--- src/rtl/hm_pkg.sv ---
package hm_pkg;

  // Strobes sent from the sequencing logic to the counting datapath
  typedef struct packed {
    logic clearAll;  // restart prescaler and result for a new measurement
    logic gateOpen;  // window open: admit input strobes
  } hmCtrl_t;

  typedef enum logic [1:0] {
    ST_IDLE   = 2'd0,
    ST_OPEN   = 2'd1,
    ST_SETTLE = 2'd2
  } hmState_e;

endpackage

--- src/rtl/hm_div_stage.sv ---
module hm_div_stage #(
  parameter int DIV = 10
) (
  input  logic clk,
  input  logic rstN,
  input  logic clr,
  input  logic inc,
  output logic carry
);
  localparam int CW = (DIV > 2) ? $clog2(DIV) : 1;
  localparam logic [CW-1:0] LAST = CW'(DIV - 1);

  logic [CW-1:0] cnt;

  assign carry = inc && (cnt == LAST);

  always_ff @(posedge clk or negedge rstN) begin
    if (!rstN) begin
      cnt <= '0;
    end else if (clr) begin
      cnt <= '0;
    end else if (inc) begin
      cnt <= (cnt == LAST) ? '0 : cnt + 1'b1;
    end
  end

  // Stage never leaves its modulus range
  assert_stage_range_R4: assert property (@(posedge clk) disable iff (!rstN)
    cnt <= LAST);

  // Clear at start leaves no remainder
  assert_stage_cleared_R9: assert property (@(posedge clk) disable iff (!rstN)
    clr |=> (cnt == '0));

endmodule

--- src/rtl/hm_datapath.sv ---
module hm_datapath
  import hm_pkg::*;
#(
  parameter int DIV_FIRST  = 10,
  parameter int DIV_SECOND = 8,
  parameter int RESULT_W   = 8
) (
  input  logic                clk,
  input  logic                rstN,
  input  hmCtrl_t             ctrl,
  input  logic                pulseStb,
  output logic [RESULT_W-1:0] resultCnt,
  output logic                ovfFlag
);
  localparam int STAGES = 2;
  localparam logic [RESULT_W-1:0] RESULT_MAX = {RESULT_W{1'b1}};

  logic [STAGES:0] chain;

  assign chain[0] = ctrl.gateOpen && pulseStb;

  for (genvar g = 0; g < STAGES; g++) begin : g_stage
    localparam int STAGE_DIV = (g == 0) ? DIV_FIRST : DIV_SECOND;
    hm_div_stage #(.DIV(STAGE_DIV)) stage_i (
      .clk   (clk),
      .rstN  (rstN),
      .clr   (ctrl.clearAll),
      .inc   (chain[g]),
      .carry (chain[g+1])
    );
  end

  logic unitStb;
  assign unitStb = chain[STAGES];

  always_ff @(posedge clk or negedge rstN) begin
    if (!rstN) begin
      resultCnt <= '0;
      ovfFlag   <= 1'b0;
    end else if (ctrl.clearAll) begin
      resultCnt <= '0;
      ovfFlag   <= 1'b0;
    end else if (unitStb) begin
      if (resultCnt == RESULT_MAX) begin
        ovfFlag <= 1'b1;
      end else begin
        resultCnt <= resultCnt + 1'b1;
      end
    end
  end

  // Overflow only ever accompanies a saturated result
  assert_ovf_saturated_R6: assert property (@(posedge clk) disable iff (!rstN)
    ovfFlag |-> (resultCnt == RESULT_MAX));

  // Closed window: strobes leave the result alone
  assert_closed_stable_R7: assert property (@(posedge clk) disable iff (!rstN)
    (!ctrl.gateOpen && !ctrl.clearAll) |=> ($stable(resultCnt) && $stable(ovfFlag)));

  // Result advances by at most one per clock
  assert_single_step_R4: assert property (@(posedge clk) disable iff (!rstN)
    (!ctrl.clearAll && ctrl.gateOpen && resultCnt != RESULT_MAX) |=>
      (resultCnt == $past(resultCnt) || resultCnt == $past(resultCnt) + 1'b1));

endmodule

--- src/rtl/hm_control.sv ---
module hm_control
  import hm_pkg::*;
#(
  parameter int TICKS_PER_HALF   = 2,
  parameter int HALFS_PER_WINDOW = 2
) (
  input  logic    clk,
  input  logic    rstN,
  input  logic    measureCmd,
  input  logic    tick1k,
  output hmCtrl_t ctrl,
  output logic    doneFlag
);
  localparam int TW = (TICKS_PER_HALF > 2) ? $clog2(TICKS_PER_HALF) : 1;
  localparam int HW = (HALFS_PER_WINDOW > 2) ? $clog2(HALFS_PER_WINDOW) : 1;
  localparam logic [TW-1:0] TICK_LAST = TW'(TICKS_PER_HALF - 1);
  localparam logic [HW-1:0] HALF_LAST = HW'(HALFS_PER_WINDOW - 1);

  hmState_e state;
  logic [TW-1:0] tickCnt;
  logic [HW-1:0] halfCnt;
  logic halfStb;
  logic windowEnd;
  logic accept;

  assign accept    = (state == ST_IDLE) && measureCmd;
  assign halfStb   = (state == ST_OPEN) && tick1k && (tickCnt == TICK_LAST);
  assign windowEnd = halfStb && (halfCnt == HALF_LAST);

  assign ctrl.clearAll = accept;
  assign ctrl.gateOpen = (state == ST_OPEN);

  always_ff @(posedge clk or negedge rstN) begin
    if (!rstN) begin
      state    <= ST_IDLE;
      tickCnt  <= '0;
      halfCnt  <= '0;
      doneFlag <= 1'b0;
    end else begin
      case (state)
        ST_IDLE: begin
          if (measureCmd) begin
            state    <= ST_OPEN;
            tickCnt  <= '0;
            halfCnt  <= '0;
            doneFlag <= 1'b0;
          end
        end
        ST_OPEN: begin
          if (tick1k) begin
            tickCnt <= (tickCnt == TICK_LAST) ? '0 : tickCnt + 1'b1;
          end
          if (halfStb) begin
            halfCnt <= (halfCnt == HALF_LAST) ? '0 : halfCnt + 1'b1;
          end
          if (windowEnd) begin
            state <= ST_SETTLE;
          end
        end
        ST_SETTLE: begin
          state    <= ST_IDLE;
          doneFlag <= 1'b1;
        end
        default: state <= ST_IDLE;
      endcase
    end
  end

  // Window closes only on a time base strobe
  assert_close_on_tick_R3: assert property (@(posedge clk) disable iff (!rstN)
    $fell(ctrl.gateOpen) |-> $past(tick1k));

  // Done rises exactly one clock after closing
  assert_done_delay_R5: assert property (@(posedge clk) disable iff (!rstN)
    $rose(doneFlag) |-> $past(state == ST_SETTLE));

  // Done holds until a new measurement is accepted
  assert_done_hold_R5: assert property (@(posedge clk) disable iff (!rstN)
    (doneFlag && !accept) |=> doneFlag);

  // Commands during a running measurement are dropped
  assert_busy_ignore_R8: assert property (@(posedge clk) disable iff (!rstN)
    (state != ST_IDLE) |-> !ctrl.clearAll);

endmodule

--- src/rtl/harmonic_meter.sv ---
module harmonic_meter
  import hm_pkg::*;
#(
  parameter int DIV_FIRST        = 10,
  parameter int DIV_SECOND       = 8,
  parameter int TICKS_PER_HALF   = 2,
  parameter int HALFS_PER_WINDOW = 2,
  parameter int RESULT_W         = 8
) (
  input  logic                clk,
  input  logic                rstN,
  input  logic                pulseStb,
  input  logic                measureCmd,
  input  logic                tick1k,
  output logic [RESULT_W-1:0] harmonicN,
  output logic                done,
  output logic                overflow
);
  hmCtrl_t ctrl;

  hm_control #(
    .TICKS_PER_HALF   (TICKS_PER_HALF),
    .HALFS_PER_WINDOW (HALFS_PER_WINDOW)
  ) control_i (
    .clk        (clk),
    .rstN       (rstN),
    .measureCmd (measureCmd),
    .tick1k     (tick1k),
    .ctrl       (ctrl),
    .doneFlag   (done)
  );

  hm_datapath #(
    .DIV_FIRST  (DIV_FIRST),
    .DIV_SECOND (DIV_SECOND),
    .RESULT_W   (RESULT_W)
  ) datapath_i (
    .clk       (clk),
    .rstN      (rstN),
    .ctrl      (ctrl),
    .pulseStb  (pulseStb),
    .resultCnt (harmonicN),
    .ovfFlag   (overflow)
  );

  // Accepted command clears the outputs at the next edge
  assert_clear_on_start_R2: assert property (@(posedge clk) disable iff (!rstN)
    ctrl.clearAll |=> (harmonicN == '0 && !overflow && !done));

endmodule

--- config.mk ---
export PLATFORM = sky130hd
export DESIGN_NAME = harmonic_meter
export DESIGN_NICKNAME = d
export VERILOG_FILES = /design/src/rtl/hm_pkg.sv /design/src/rtl/hm_div_stage.sv /design/src/rtl/hm_datapath.sv /design/src/rtl/hm_control.sv /design/src/rtl/harmonic_meter.sv
export SDC_FILE = /design/constraint.sdc
export NUM_CORES = 1
export LEC_CHECK = 0
export BUFFER_PORTS_ARGS = -buffer_cell sky130_fd_sc_hd__clkbuf_2
export CAP_MARGIN = 10
export CORE_ASPECT_RATIO = 1.5
export CORE_MARGIN = 4
export CORE_UTILIZATION = 30
export DETAILED_ROUTE_END_ITERATION = 7
export GPL_TIMING_DRIVEN = 0
export PLACE_DENSITY = 0.6
export RECOVER_POWER = 100
export SLEW_MARGIN = 20
export SYNTH_ARGS = -nofsm -noshare
export SYNTH_HDL_FRONTEND = slang
export SYNTH_SLANG_ARGS = --single-unit
--- constraint.sdc ---
create_clock -name clk -period 1.77 [get_ports clk]
set_input_delay 0.354 -clock clk [delete_from_list [all_inputs] [get_ports clk]]
set_output_delay 0.354 -clock clk [all_outputs]
set_load 0.02 [all_outputs]
==> results.py <==
metrics = {
    "status": {
        "status": "finished with violations",
        "violations": "negative setup slack",
    },
    "logic_synthesis": {
        "yosys.area.top_type": "dfrtp_1",
        "ys_seq_area_share_pct": 48.78,
        "yosysMostFrequentCell": "dfrtp_1",
        "synthFlopType": "dfrtp_1",
        "yosys.cell_types.count": 31,
        "synth_top_area_share_pct": 48.78,
        "ys_ff_latch": 21,
        "synth_commonest_cells": "21 x dfrtp_1, 12 x a21oi_1, 10 x nor2_1",
        "yosysWarnings": 0,
        "synth_edf_count": 0,
        "netlist_instances": 109,
        "syn_area_per_cell_um2": 9.883,
        "synthArstFlopShare_pct": 100.0,
        "ys_top_cells_by_area": "dfrtp_1 49%, ha_1 5.8%, a21oi_1 5.6%, o21ai_0 3.7%, nor2_1 3.5%",
        "syn_area_mm2": 0.001077,
        "synth_fp_nets": 119,
    },
    "worst_setup_path": {
        "worstSetupStartpointType": "flip-flop",
        "startpoint": "datapath_i.g_stage[0].stage_i.cnt[1]$_DFFE_PN0P_",
        "critPathMaxFanout": 5,
        "crit_chain": "inv_1 > ha_1 > nand3b_1 > a2111o_1 > or4_1 > a21oi_1",
        "critPathKind": "reg2reg",
        "cp_top_family": "simple AND/OR/NAND/NOR gates",
        "crit_slowest_cell": "a2111o_1",
        "r2r_setup_slack_ns": -0.13,
        "crit_cells": 6,
        "crit_buf_inv": 1,
        "rr_startpoint": "datapath_i.g_stage[0].stage_i.cnt[1]$_DFFE_PN0P_",
        "reg2reg_depth": 6,
        "crit_path_end_kind": "flip-flop",
        "cp.required_ns": 1.96,
        "worstPathArrival_ns": 2.09,
        "max_stage_delay_ns": 0.49,
    },
    "clocking": {
        "cts_max_level": 1,
        "clkSinkCount": 21,
        "cts-buffers-inserted": 3,
        "cts_root_buf": "clkbuf_8",
        "cts_tree": "yes",
        "clockBufferDepth": 2,
        "hold_buffers": 0,
        "clock_latency_ns": 0.26,
        "cts.clk_slew.worst_paths_ns": 0.08,
    },
    "global_route": {
        "met1_usage_pct": 11.21,
        "grt_util_met2_pct": 18.42,
        "grt_pass1_vias": 868,
        "grt_max_degree": 22,
        "grt_most_used_layer": "met2",
        "antenna_found_initial": 0,
        "use_met3_pct": 1.749,
        "grt_overflow": 0,
        "gr-usage-all-layers_pct": 10.15,
        "grt_pass1_wl_um": 3746,
    },
    "timing": {
        "min_period_over_period_pct": 107.6,
        "finalHoldViolations": 0,
        "fin_crit_ns": 1.905,
        "drv_slew": 0,
        "fin_ws_ns": -0.1349,
        "skew_ns": 0.004207,
        "timing.hold.ws_ns": 0.2978,
        "rsz0062_at_grt": "true",
        "worst_pin_slew_ns": 1.145,
        "setup_viol": 7,
        "fmax_ghz": 0.5250,
        "relSlewSlack_pct": 23.66,
    },
    "routing": {
        "drt_iter0_markers": 7,
        "drt_first_pass_iters": 4,
        "drc": 0,
        "routed_via_density": 5.159,
        "vias": 908,
        "avgRoutedWirePerCell_um": 12.83,
        "drt-total-wl_um": 2258,
        "antenna_violating_nets_post_route": 0,
    },
    "place": {
        "dpl_cell_area_mm2": 0.001226,
        "hpwlAfterDp_um": 1634,
        "portBuffers": 14,
        "placed_cells": 165,
        "place_congestion": 0.7617,
    },
    "finish": {
        "final_cells": 176,
        "final-seq-area_um2": 528.0,
        "fillers": 372,
        "diodes": 0,
        "fin_nets": 145,
        "design_area_mm2": 0.001334,
        "multiInputGateArea_um2": 555.5,
        "layout-drive-gt1-share_pct": 20.90,
        "area_delta_synth_final_pct": 23.81,
    },
    "power_and_ir_drop": {
        "power.leakage_nw": 0.5938,
        "p_per_area_mw_per_mm2": 985.8,
        "power.total_mw": 1.315,
        "ir_drop_v": 0.0004906,
    },
    "floorplanning": {
        "coreArea_mm2": 0.003448,
        "die_h_um": 81.39,
        "io_pins": 15,
        "start_util_pct": 31.24,
        "die_w_um": 56.93,
        "die-area_mm2": 0.004634,
        "fp-row-count": 26,
    },
    "hold_path": {
        "hp-class": "in2async",
    },
    "job": {
        "maxCapViolCount": 0,
    },
}
-- logic make-up after synthesis --
logic type               synth area share [%]
AO/OA/AOI/OAI                           16.96
XOR/XNOR                               0.8132
adder cells (fa/ha/maj)                 5.807
buffers and inverters                   3.252
flip-flops                              48.78
multiplexers                            2.904
AND/OR/NAND/NOR                         21.49
-- layout by cell type, fill, tap and decap left out, types with 4 or more instances in the layout --
cell,n
buf_4,8
inv_1,5
clkbuf_1,11
clkbuf_2,4
a21oi_1,9
ha_1,4
nand3_1,4
o21ai_0,7
nor2_1,10
nand2_1,7
dfrtp_1,19
-- routing by layer --
layer / vias up / routed length (µm)
met5: - / 0
met4: 0 / 21
met3: 2 / 33
met2: 6 / 1219
met1: 448 / 984
li1: 452 / -
-- where the power goes --
part	internal [mW]	leakage [nW]	total (mW)	switching, mW
Clock	0.157	0.0255	0.313	0.156
Combinational	0.179	0.288	0.387	0.208
Sequential	0.557	0.280	0.615	0.0583
-- final cells by class --
type,instances,share of cell area (%)
clock inverters,1,0.3752
plain buffers,3,1.782
clock buffers,3,3.096
flip-flops and latches,21,39.59
repair buffers,21,8.161
well taps,42,3.940
multi-input cells,80,41.65
inverters,5,1.407
-- timing repair --
item,CTS,global route
pin swaps,1,0
endpoints found under the setup margin,15,15
gates resized for setup,1,7
setup buffers,6,1
-- stage by stage --
stage / utilization, % / setup TNS [ns] / setup WS, ns
3_5_place_dp: 35.56 / -2.733 / -0.2250
6_report: 38.68 / -0.5801 / -0.1349
3_3_place_gp: 35.56 / -2.837 / -0.2450
2_1_floorplan: - / -0.5141 / -0.1430
4_1_cts: 38.35 / -0.6427 / -0.1448
5_1_grt: 38.68 / -1.120 / -0.1991
-- flip-flops by register name (all words and copies together), names as in the netlist --
register,flops
datapath_i.resultCnt,8
datapath_i.g_stage.stage_i.cnt,7
control_i.state,2
control_i.doneFlag,1
control_i.halfCnt,1
control_i.tickCnt,1
datapath_i.ovfFlag,1
-- final timing paths --
| kind | endpoint |
|---|---|
| max in group asynchronous | datapath_i.resultCnt[0]$_DFFE_PN0P_ |
| min in group clk | control_i.state[1]$_DFFE_PN0P_ |
| worst max-delay path | datapath_i.resultCnt[7]$_DFFE_PN0P_ |
| worst min register to register | control_i.doneFlag$_DFFE_PN0P_ |
| worst max register to register | datapath_i.resultCnt[7]$_DFFE_PN0P_ |
| worst min-delay path | control_i.halfCnt$_DFFE_PN0P_ |
No activity file was read; power rests on OpenSTA's default activity.
